$ cat config.mk
export PLATFORM = sky130hd
export DESIGN_NAME = dbg_serial_master
export DESIGN_NICKNAME = d
export VERILOG_FILES = /design/src/rtl/dbg_serial_master.sv
export SDC_FILE = /design/constraint.sdc
export NUM_CORES = 1
export LEC_CHECK = 0
export BUFFER_PORTS_ARGS = -buffer_cell sky130_fd_sc_hd__buf_2
export CAP_MARGIN = 5
export CORE_ASPECT_RATIO = 0.75
export CORE_MARGIN = 4
export CORE_UTILIZATION = 40
export DETAILED_ROUTE_END_ITERATION = 6
export MAX_ROUTING_LAYER = met4
export PLACE_DENSITY = 0.66
export SYNTH_ARGS = -nofsm -noshare
export SYNTH_HDL_FRONTEND = slang
export SYNTH_SLANG_ARGS = --single-unit
$ cat constraint.sdc
create_clock -name clk -period 3.6 [get_ports clk]
set_input_delay 0.54 -clock clk [delete_from_list [all_inputs] [get_ports clk]]
set_output_delay 0.54 -clock clk [all_outputs]
set_load 0.01 [all_outputs]
$ cat src/rtl/dbg_serial_master.sv
module dbg_serial_master #(
  parameter int DIV_W = 8
) (
  input  logic             clk,
  input  logic             rst_n,
  input  logic [DIV_W-1:0] div,
  input  logic             req_valid,
  input  logic [5:0]       op,
  input  logic             rd,
  input  logic [1:0]       size,
  input  logic             ad,
  input  logic [2:0]       regsel,
  input  logic             has_addr,
  input  logic [31:0]      addr,
  input  logic [31:0]      wdata,
  output logic             sclk,
  output logic             sdo,
  input  logic             sdi,
  output logic             busy,
  output logic             done,
  output logic             err,
  output logic [15:0]      resp,
  output logic             stat
);
  localparam int FRAME_BITS = 17;

  typedef enum logic [1:0] {S_IDLE, S_HI, S_LO} st_t;
  st_t st;

  logic [DIV_W-1:0] div_q, cnt;
  logic [63:0]      q;
  logic [2:0]       nleft;
  logic [4:0]       bitn;
  logic [16:0]      sh_out, sh_in;

  logic [15:0] cmd;
  logic [31:0] dat;
  logic [1:0]  nd;
  logic [63:0] tail;
  logic [2:0]  ntail;
  logic        tick;

  assign cmd  = {op, 1'b0, rd, size, 2'b00, ad, regsel};
  assign tick = (cnt == div_q);
  assign sclk = (st != S_LO);
  assign sdo  = sh_out[16];
  assign busy = (st != S_IDLE);

  always_comb begin
    dat = 32'h0;
    nd  = 2'd0;
    if (!rd) begin
      case (size)
        2'b00:   begin dat = {8'h00, wdata[7:0], 16'h0}; nd = 2'd1; end
        2'b01:   begin dat = {wdata[15:0], 16'h0};       nd = 2'd1; end
        default: begin dat = wdata;                      nd = 2'd2; end
      endcase
    end
    tail  = has_addr ? {addr, dat} : {dat, 32'h0};
    ntail = (has_addr ? 3'd2 : 3'd0) + {1'b0, nd};
  end

  always_ff @(posedge clk or negedge rst_n) begin
    if (!rst_n) begin
      st     <= S_IDLE;
      div_q  <= '0;
      cnt    <= '0;
      q      <= '0;
      nleft  <= '0;
      bitn   <= '0;
      sh_out <= '0;
      sh_in  <= '0;
      done   <= 1'b0;
      err    <= 1'b0;
      resp   <= '0;
      stat   <= 1'b0;
    end else begin
      done <= 1'b0;
      err  <= 1'b0;
      case (st)
        S_IDLE: begin
          if (req_valid) begin
            if (size == 2'b11) begin
              err <= 1'b1;
            end else begin
              q      <= tail;
              nleft  <= ntail;
              sh_out <= {1'b0, cmd};
              bitn   <= '0;
              cnt    <= '0;
              div_q  <= div;
              st     <= S_HI;
            end
          end
        end
        S_HI: begin
          if (tick) begin
            cnt <= '0;
            if (bitn == 5'(FRAME_BITS)) begin
              if (nleft == 3'd0) begin
                st   <= S_IDLE;
                done <= 1'b1;
                resp <= sh_in[15:0];
                stat <= sh_in[16];
              end else begin
                sh_out <= {1'b0, q[63:48]};
                q      <= q << 16;
                nleft  <= nleft - 3'd1;
                bitn   <= '0;
              end
            end else begin
              st <= S_LO;
            end
          end else begin
            cnt <= cnt + 1'b1;
          end
        end
        S_LO: begin
          if (tick) begin
            cnt    <= '0;
            st     <= S_HI;
            sh_in  <= {sh_in[15:0], sdi};
            sh_out <= {sh_out[15:0], 1'b0};
            bitn   <= bitn + 5'd1;
          end else begin
            cnt <= cnt + 1'b1;
          end
        end
        default: st <= S_IDLE;
      endcase
    end
  end
endmodule


Word level (Yosys, flattened, before mapping)
Cells that the tools add are included.
Widths: inputs -> output; s select.
- RAM bits: 0
- register bits: 143
- logic and storage cells: 97
- latch bits: 0
- memories kept: 0
- memory bits (read-only): 0
- output and inout port bits: 22
- add/subtract/negate cells: 4
- shift operators: 0
- order comparisons: 0
- reductions and logical operators: 16
- multiplexer cells: 50
- eq/ne operators: 14
- bitwise logic cells: 1
- multiply operators: 0
- div/mod/pow operators: 0
- operators with widths (operator ; number):
    $mux 64 ; 6
    $pmux 64 s2 ; 1
    $mux 17 ; 6
    $pmux 32 s2 ; 1
    $pmux 17 s3 ; 1
    $mux 32 ; 1
    $mux 5 ; 6
    $mux 8 ; 3
    $mux 2 ; 9
    $pmux 8 s2 ; 1
    $mux 3 ; 5
    $pmux 5 s3 ; 1
    $ne 2x2->1 const B ; 7
    $add 8x1->8 const B ; 1
    $eq 8x8->1 ; 1
    $mux 1 ; 7
    $reduce_and 7->1 ; 1
    $pmux 2 s3 ; 1
    $pmux 3 s2 ; 1
    $reduce_and 3->1 ; 2
    $reduce_and 6->1 ; 1
    $reduce_bool 2->1 ; 3
    $add 5x1->5 const B ; 1
    $eq 5x5->1 const B ; 1
    13 further kinds ; 17

Logic depth before layout (Yosys ltp)
Gate-level depths: netlist of run 1.
- word-level depth: 8
- depth in mapped cells: 9
- gate-level depth less buffers: 7

Least setup slack after synthesis of run 1
Ideal clock, no wire load.
- path kind: flip-flop to flip-flop
- start: register st[1]
- end: register q[61]
- slack: 1.563 ns
- setup time: 0.125 ns
- path buffers: 3
- arrival time: 1.912 ns
- stages on the path, launching flop included: 8
- path through: dfrtp_1 > inv_1 > ha_1 > clkbuf_1 > clkbuf_1 > clkbuf_1 > o21ai_0 > mux2_4
- word-level cells in the longest chain between the ends: 3
- elaborated cells on any way between the ends: 10
- those cells by class: eq/ne: 6; mux: 1; reduce/logical: 3
- ends and longest elaborated chain (what ; RTL line ; source):
    start, declared ; 28 ; st_t st;
    start signal, assigned ; 65 ; st <= S_IDLE;
    start signal, assigned ; 92 ; st <= S_HI;
    start signal, assigned ; 101 ; st <= S_IDLE;
    $eq 2x1->1 or $logic_not 2->1 (tied branches) ; 80 ; case (st)
    $ne 2x2->1 (no source line) or $reduce_bool 2->1 (tied branches) ; - ;
    $reduce_and 6->1 (no source line) ; - ;
    end signal, assigned ; 86 ; q <= tail;
    end signal, assigned ; 107 ; q <= q << 16;
    end, declared ; 31 ; logic [63:0] q;
Several ways; a longest one is shown, not always the timed one.
A chain may end at the register's enable or synchronous reset.

Worst setup path in the final report of run 1
- start: register st[0]
- end: output sclk
- word-level cells in the longest chain between the ends: 1
- ends and longest elaborated chain (what ; RTL line ; source):
    $ne 2x2->1 ; 45 ; assign sclk = (st != S_LO);
    end, declared ; 16 ; output logic sclk,
Every way passes these cells.

==> key figures, run 1 <==
Die
  – Ports: 112
  – Initial Util: 0.407
  – Site Rows: 43
  – Core region area: 18500 sq um
  – Die area: 21100 sq um
  – Die boundary width: 166 um
  – Die Y: 127 um

Clock network
  – Clk_lat worst skew: 0.42 ns
  – CTS Hold Buffers Added: 0
  – Post-CTS Resized: 0
  – Worst-path clk slew: 0.06 ns
  – Max clock buf depth: 2
  – Setup bufs post-CTS: 0
  – CTS tree: built
  – CTS root buf: clkbuf_16
  – Clk sinks: 143
  – H-tree Lvls: 4
  – Number of CTS-inserted buffers: 17

Synthesis
  – Count leader, synth: dfrtp_1
  – Avg Cell Area, Syn: 10.5 sq um
  – Mapped Area: 7520 sq um
  – Cell taking the most area after synthesis: dfrtp_1
  – Top-area cell type share of the netlist area: 0.476
  – Synth top area cells: dfrtp_1 (48%), mux2_2 (11%), nand2_1 (5.3%)
  – Syn nets: 814
  – Synth cell types: 56
  – #FFs+latches synth: 143
  – Async SR Flop Fraction: 1.00
  – Post-synth EDFFs: 0
  – Ys flop type: dfrtp_1
  – Post-Syn Instances: 713
  – Yosys warning total: 0
  – Register area share after synthesis: 0.476
  – Synth cell count leaders: dfrtp_1 (143), nand2_1 (106), mux2_2 (74), o21ai_0 (51), mux2i_1 (33)

Global routing
  – First-pass GRT wire length: 28900 um
  – Vias in the first global route: 5620
  – GRT Util Overall: 0.173
  – Initial antenna violation count: 0
  – Remaining Overflow, GRT: 0
  – Largest net degree at the start of global routing: 68

Final layout
  – Final core utilization: 0.480
  – Nets@finish: 906
  – Area grow syn2layout: 17.9%
  – Antenna cell count: 0
  – Fin cells: 1065
  – Layout cells sized above 1: 0.318

Worst setup path
  – Setup slack, reg-to-reg: 1.10 ns
  – Worst-case reg-to-reg path depth: 6
  – Type of origin of the critical path: register
  – Crit Path Category: register to output port
  – Crit Reg-Reg Endpoint: sh_out[9]$_DFFE_PN0P_
  – Crit end category: output port
  – Worst EP required: 3.06 ns
  – CP max FO: 24
  – Crit path DAT: 2.21 ns
  – RR Startpoint: st[0]$_DFFE_PN0P_

Power and ir drop
  – Sw Pwr: 0.00232 W
  – Combinational Power Share: 0.372
  – Clock group share of total power: 0.273
  – Pwr dens: 741 nW/um^2
  – Seq pwr share: 0.356
  – Sw frac: 0.354
  – Internal power: 0.00424 W
  – Total Power: 0.00657 W
  – Peak supply drop: 0.000415 V
  – Lkg Pwr: 4.33 nW

STA
  – Max-slew violation total from the final report: 0
  – Fin crit period: 2.75 ns
  – Setup violations, final: 0
  – Worst Clk Skew: 0.00934 ns
  – RSZ-0062 raised after global routing: no
  – Final worst slack: 0.854 ns
  – Worst rel slew slack: 0.368
  – Max Freq: 0.364 GHz
  – Hold Fails Final Rpt: 0
  – Final Cycle Share: 0.763
  – Setup TNS: 0 ns
  – Least-Margin Pin Slew: 0.948 ns

Routing
  – Via/cell ratio: 5.18
  – Final ANT Viol Nets: 0
  – Routed Wire Length: 17000 um
  – Via count: 5518
  – Routed len/inst: 16.0 um
  – Number of remaining DRC errors: 0
  – DR iter-0 viols: 320
  – Pre-antenna DRT Iters: 5

Placed design
  – Pre-CTS WS: 1.02 ns
  – Placed Cells incl. Taps: 1033
  – Port Buf Inserts: 111
  – Post-DP HPWL: 11700 um
  – RePlAce Congestion: 0.778

Hold path
  – Type of the most critical hold path: primary input to async pin

Flow run
  – Max cap viols: 0

Outcome
  – Outcome: finished, final reports clean
==> layer usage <==
metal,global-route usage,part of all wire,up-vias
met5,-,0,-
met4,0.0317,0.0065,0
met3,0.0458,0.048,9
met2,0.254,0.44,127
met1,0.245,0.51,2693
li1,-,-,2689
==> worst max-delay path: stages, from the launching register on <==
cell and delay (ns):
dfrtp_1 0.42, inv_1 0.10, ha_1 0.78, inv_1 0.25
buf_2 0.23
==> worst max path at each step <==
stage,start,endpoint,slack [ns],cells past startpoint
global placement,size[0],sh_out[8]$_DFFE_PN0P_,1.06,6
global route,st[0]$_DFFE_PN0P_,sclk,0.65,4
CTS,st[0]$_DFFE_PN0P_,sclk,0.82,4
floorplan,st[1]$_DFFE_PN0P_,q[61]$_DFFE_PN0P_,1.56,7
detailed placement,size[0],sh_out[9]$_DFFE_PN0P_,1.02,6
finish,st[0]$_DFFE_PN0P_,sclk,0.85,4
==> cells in the final DEF, fill, tap and decap left out, drive strengths merged, types with 2 or more instances in the layout <==
| cell type | Yosys | routed |
|---|---|---|
| dfrtp | 143 | 143 |
| buf | 16 | 121 |
| nand2 | 108 | 108 |
| mux2 | 99 | 99 |
| o21ai | 53 | 53 |
| a21oi | 35 | 35 |
| mux2i | 33 | 33 |
| nor2 | 33 | 33 |
| a22oi | 31 | 31 |
| inv | 28 | 31 |
| clkbuf | 32 | 19 |
| ha | 11 | 11 |
| xnor2 | 9 | 9 |
| nand3 | 9 | 9 |
| nor2b | 8 | 8 |
| nand3b | 8 | 8 |
| nor3 | 8 | 8 |
| nand4 | 7 | 7 |
| clkinv | 0 | 6 |
| xor2 | 5 | 5 |
| o31ai | 4 | 4 |
| o41ai | 3 | 3 |
| nor4 | 3 | 3 |
| bufinv | 0 | 3 |
| a211oi | 3 | 3 |
| and4 | 2 | 2 |
| o31a | 2 | 2 |
| and3 | 2 | 2 |
| o221ai | 2 | 2 |
==> area by class of cell <==
class                      count  area, sq um
clock inverter                13          161
tap                          247          309
inverter                      28          105
fill                        1711         9590
clock buffer                  19          433
multi-input combinational    494         3620
sequential                   143         3580
timing repair buffer         121          662
==> registers in the layout, summed over array words and instances (netlist names) <==
signal and cells:
bitn 5, cnt 8, div_q 8, done 1, err 1, nleft 3
q 64, resp 16, sh_in 17, sh_out 17, st 2, stat 1
==> power by group through the flow <==
stage	sequential, W	combinational (W)	clock, W
after floorplan	0.00227	0.00198	0
after global placement	0.00235	0.00241	0
after detailed placement	0.00236	0.00246	0
after CTS	0.00234	0.00247	0.00183
after global routing	0.00240	0.00276	0.00191
final	0.00234	0.00244	0.00179
==> cell families after synthesis <==
logic type      count (synthesis)  synth area share
simple gates                  193             0.118
compound gates                144             0.123
flops                         143             0.476
mux                           132             0.203
buf+inv                        76            0.0449
xor+xnor                       14            0.0163
fa+ha+maj                      11            0.0183
==> metrics by stage <==
| step | cell area (sq um) | hold WS, ns |
|---|---|---|
| floorplan | 7520 | 0.244 |
| detailed placement | 8270 | 0.477 |
| CTS | 8870 | 0.135 |
| finish | 8870 | 0.111 |
| global placement | 8270 | 0.478 |
| global route | 8870 | 0.162 |
Power figures use the tool's default switching activity.
==> inputs of run 2 (changes only) <==
ABC_AREA = 1   (was not set)
PLACE_DENSITY = 0.69   (was 0.66)
clock period = 2.45 ns   (was 3.6 ns; I/O delays follow)
==> key figures, run 2 <==
Global routing
  – First-pass GRT wire length: 30700 um (+6.1%)
  – Vias in the first global route: 6118 (+8.9%)
  – GRT Util Overall: 0.187 (+0.0146)
  – Initial antenna violation count: 0 (unchanged)
  – Largest net degree at the start of global routing: 70 (+2.9%)
  – Remaining Overflow, GRT: 0 (unchanged)

Worst setup path
  – RR Startpoint: st[1]$_DFFE_PN0P_
  – Worst EP required: 2.75 ns (-0.31 ns)
  – Worst-case reg-to-reg path depth: 9 (+3)
  – Crit Path Category: register to register
  – Setup slack, reg-to-reg: 0.30 ns (-0.80 ns)
  – CP max FO: 32 (+33%)
  – Crit end category: register
  – Type of origin of the critical path: register
  – Crit Reg-Reg Endpoint: q[21]$_DFFE_PN0P_
  – Crit path DAT: 2.45 ns (+0.24 ns)

STA
  – Setup TNS: 0 ns (unchanged)
  – Final Cycle Share: 0.880
  – Max-slew violation total from the final report: 0 (unchanged)
  – Setup violations, final: 0 (unchanged)
  – Worst Clk Skew: 0.0120 ns (+0.00268 ns)
  – Least-Margin Pin Slew: 0.597 ns (-0.351 ns)
  – Hold Fails Final Rpt: 0 (unchanged)
  – Worst rel slew slack: 0.602 (+0.234)
  – Fin crit period: 2.15 ns
  – Max Freq: 0.464 GHz
  – RSZ-0062 raised after global routing: no

Hold path
  – Hold worst-path end: div_q[2]$_DFFE_PN0P_
  – HP Start: div[2]
  – Hold depth: 2
  – Type of the most critical hold path: primary input to register

Die
  – Die boundary width: 165 um (-0.81%)
  – Core region area: 17900 sq um (-3.2%)
  – Site Rows: 42 (-2.3%)
  – Die area: 20700 sq um (-1.6%)
  – Ports: 112 (unchanged)
  – Die Y: 126 um (-0.80%)
  – Initial Util: 0.414 (+0.00624)

Synthesis
  – Synth Area in Compound Gates: 0.127 (+0.00399)
  – Syn nets: 1042 (+28%)
  – Mapped Area: 7390 sq um (-1.7%)
  – Async SR Flop Fraction: 1.00 (unchanged)
  – Cell taking the most area after synthesis: dfrtp_1
  – Avg Cell Area, Syn: 7.86 sq um (-26%)
  – #FFs+latches synth: 143 (unchanged)
  – Register area share after synthesis: 0.484 (+0.00822)
  – Synth top area cells: dfrtp_1 (48%), nand2_1 (15%), nand3_1 (7.5%)
  – Post-synth EDFFs: 0 (unchanged)
  – Xor/xnor share of the synthesized area: 0.0118 (-0.00446)
  – Count leader, synth: nand2_1
  – Post-Synth Simple-Gate Area: 0.281 (+0.163)
  – Yosys warning total: 0 (unchanged)
  – Post-Syn Instances: 941 (+32%)
  – Largest family of logic cells by synthesized area: simple AND/OR/NAND/NOR gates
  – Synth cell count leaders: nand2_1 (292), dfrtp_1 (143), nand3_1 (111), o21ai_1 (76), inv_1 (53)
  – Mux contribution to synthesized area: 0.00457 (-0.199)
  – Fraction of the mapped netlist area in adder cells: 0.0186 (+0.000316)
  – Top-area cell type share of the netlist area: 0.484 (+0.00822)
  – Ys flop type: dfrtp_1
  – Synth cell types: 30 (-46%)

Flow run
  – Max cap viols: 0 (unchanged)

Final layout
  – Largest register FFs: 64 (unchanged)
  – Fill cells: 1766 (+3.2%)
  – Final core utilization: 0.496 (+0.0156)
  – Layout cells sized above 1: 0.192 (-0.126)
  – Register area: 3580 sq um (unchanged)
  – Commonest cells after routing, fill and taps aside: nand2_1 (292), dfrtp_1 (143), nand3_1 (111)
  – Antenna cell count: 0 (unchanged)
  – Most common cell after layout, fill and taps aside: nand2_1
  – Largest Register: q
  – Biggest regs: q x64, sh_in x17, sh_out x17
  – Area grow syn2layout: 19.9%
  – Multi-input logic area: 3290 sq um (-9.1%)
  – Nets@finish: 1132 (+25%)
  – Fin cells: 1286 (+21%)

Routing
  – Uppermost layer routed: met4
  – Number of remaining DRC errors: 0 (unchanged)
  – Routed wl met3: 1020 um (+25%)
  – Routed Wire Length: 18100 um (+6.4%)
  – Final ANT Viol Nets: 0 (unchanged)
  – Via/cell ratio: 5.03 (-2.9%)
  – Routed len/inst: 14.1 um (-12%)
  – Routed wl met2: 7910 um (+6.6%)
  – Via count: 6472 (+17%)
  – M1 WL: 8910 um (+2.9%)
  – DR iter-0 viols: 517 (+62%)
  – Pre-antenna DRT Iters: 5 (unchanged)

Power and ir drop
  – Pwr dens: 1140 nW/um^2 (+54%)
  – Lkg Pwr: 4.34 nW (+0.21%)
  – Peak supply drop: 0.000496 V (+20%)

Clock network
  – Setup bufs post-CTS: 0 (unchanged)
  – Post-CTS Resized: 0 (unchanged)
  – CTS root buf: clkbuf_16
  – H-tree Lvls: 4 (unchanged)
  – CTS Hold Buffers Added: 1 (+1)
  – CTS tree: built
  – Clk sinks: 143 (unchanged)
  – Max clock buf depth: 2 (unchanged)
  – Clk_lat worst skew: 0.42 ns (about the same)
  – Number of CTS-inserted buffers: 17 (unchanged)
  – Worst-path clk slew: 0.06 ns (about the same)

Placed design
  – Port Buf Inserts: 111 (unchanged)
  – RePlAce Congestion: 0.838 (+7.7%)
  – Placed Cells incl. Taps: 1253 (+21%)
  – Post-DP HPWL: 12400 um (+5.7%)

Outcome
  – Outcome: finished, final reports clean
## run 2: cell count changes in the layout (fill, tap and decap cells not counted), moves of 9 or more
cell,change
nand3_1,+102
a21oi_1,-17
a22oi_1,-22
mux2_2,-71
inv_1,+25
nand4_1,+20
mux2i_1,-33
or2_2,+9
o21ai_1,+75
nand2_1,+186
mux2_4,-22
## run 2: kinds of logic (layout without fill, tap and decap cells)
| kind of cell | count (synthesis) | after routing |
|---|---|---|
| and+or+nand+nor | 484 | 484 |
| AOI/OAI and AO/OA | 170 | 170 |
| DFF | 143 | 143 |
| buffers and inverters | 120 | 223 |
| adders and majority gates | 11 | 11 |
| xor gates and xnor gates | 10 | 10 |
| muxes | 3 | 3 |
## run 2: power by group
part           switching, W  leakage (nW)  internal (W)  total, W
Sequential         0.000368          1.90       0.00301   0.00338
Clock               0.00105         0.319       0.00182   0.00288
Combinational       0.00250          2.12       0.00134   0.00383
Total               0.00392          4.34       0.00617    0.0101
## run 2: metrics by stage
| stage | hold slack [ns] | power, W | worst slack [ns] | area, sq um |
|---|---|---|---|---|
| finish | 0.185 | 0.0101 | 0.295 | 8860 |
| global route | 0.155 | 0.0109 | 0.147 | 8860 |
| CTS | 0.164 | 0.0102 | 0.327 | 8860 |
| detailed placement | 0.388 | 0.00723 | 0.368 | 8200 |
| global placement | 0.390 | 0.00716 | 0.410 | 8200 |
| floorplan | 0.0719 | 0.00628 | 0.716 | 7390 |
## run 2: how the worst max path moves through the flow
stage / startpoint / cells after the start / end
floorplan: st[1]$_DFFE_PN0P_ / 10 / nleft[2]$_DFFE_PN0P_
global placement: st[1]$_DFFE_PN0P_ / 9 / q[21]$_DFFE_PN0P_
detailed placement: st[1]$_DFFE_PN0P_ / 9 / q[23]$_DFFE_PN0P_
CTS: st[1]$_DFFE_PN0P_ / 9 / q[21]$_DFFE_PN0P_
global route: st[1]$_DFFE_PN0P_ / 9 / q[21]$_DFFE_PN0P_
finish: st[1]$_DFFE_PN0P_ / 9 / q[21]$_DFFE_PN0P_
## run 2: cell type report
type	instances	area share
clock buffers	17	0.0480
clock inverters	15	0.0258
inverters	57	0.0241
multi-input cells	678	0.371
flip-flops and latches	143	0.404
well taps	242	0.0342
repair buffers	134	0.0930
## run 2: worst max-delay path: stages, from the launching register on
cell	delay (ns)
dfrtp_1	0.42
inv_1	0.11
ha_1	0.29
buf_4	0.24
buf_4	0.29
nor2_2	0.07
buf_4	0.25
a22o_1	0.23
inv_1	0.05
o21ai_1	0.06
## run 2: per-layer routing
metal | track usage | vias to the layer above
li1 | - | 3295
met1 | 0.274 | 2985
met2 | 0.260 | 169
met3 | 0.0457 | 23
met4 | 0.0499 | 0
met5 | - | -
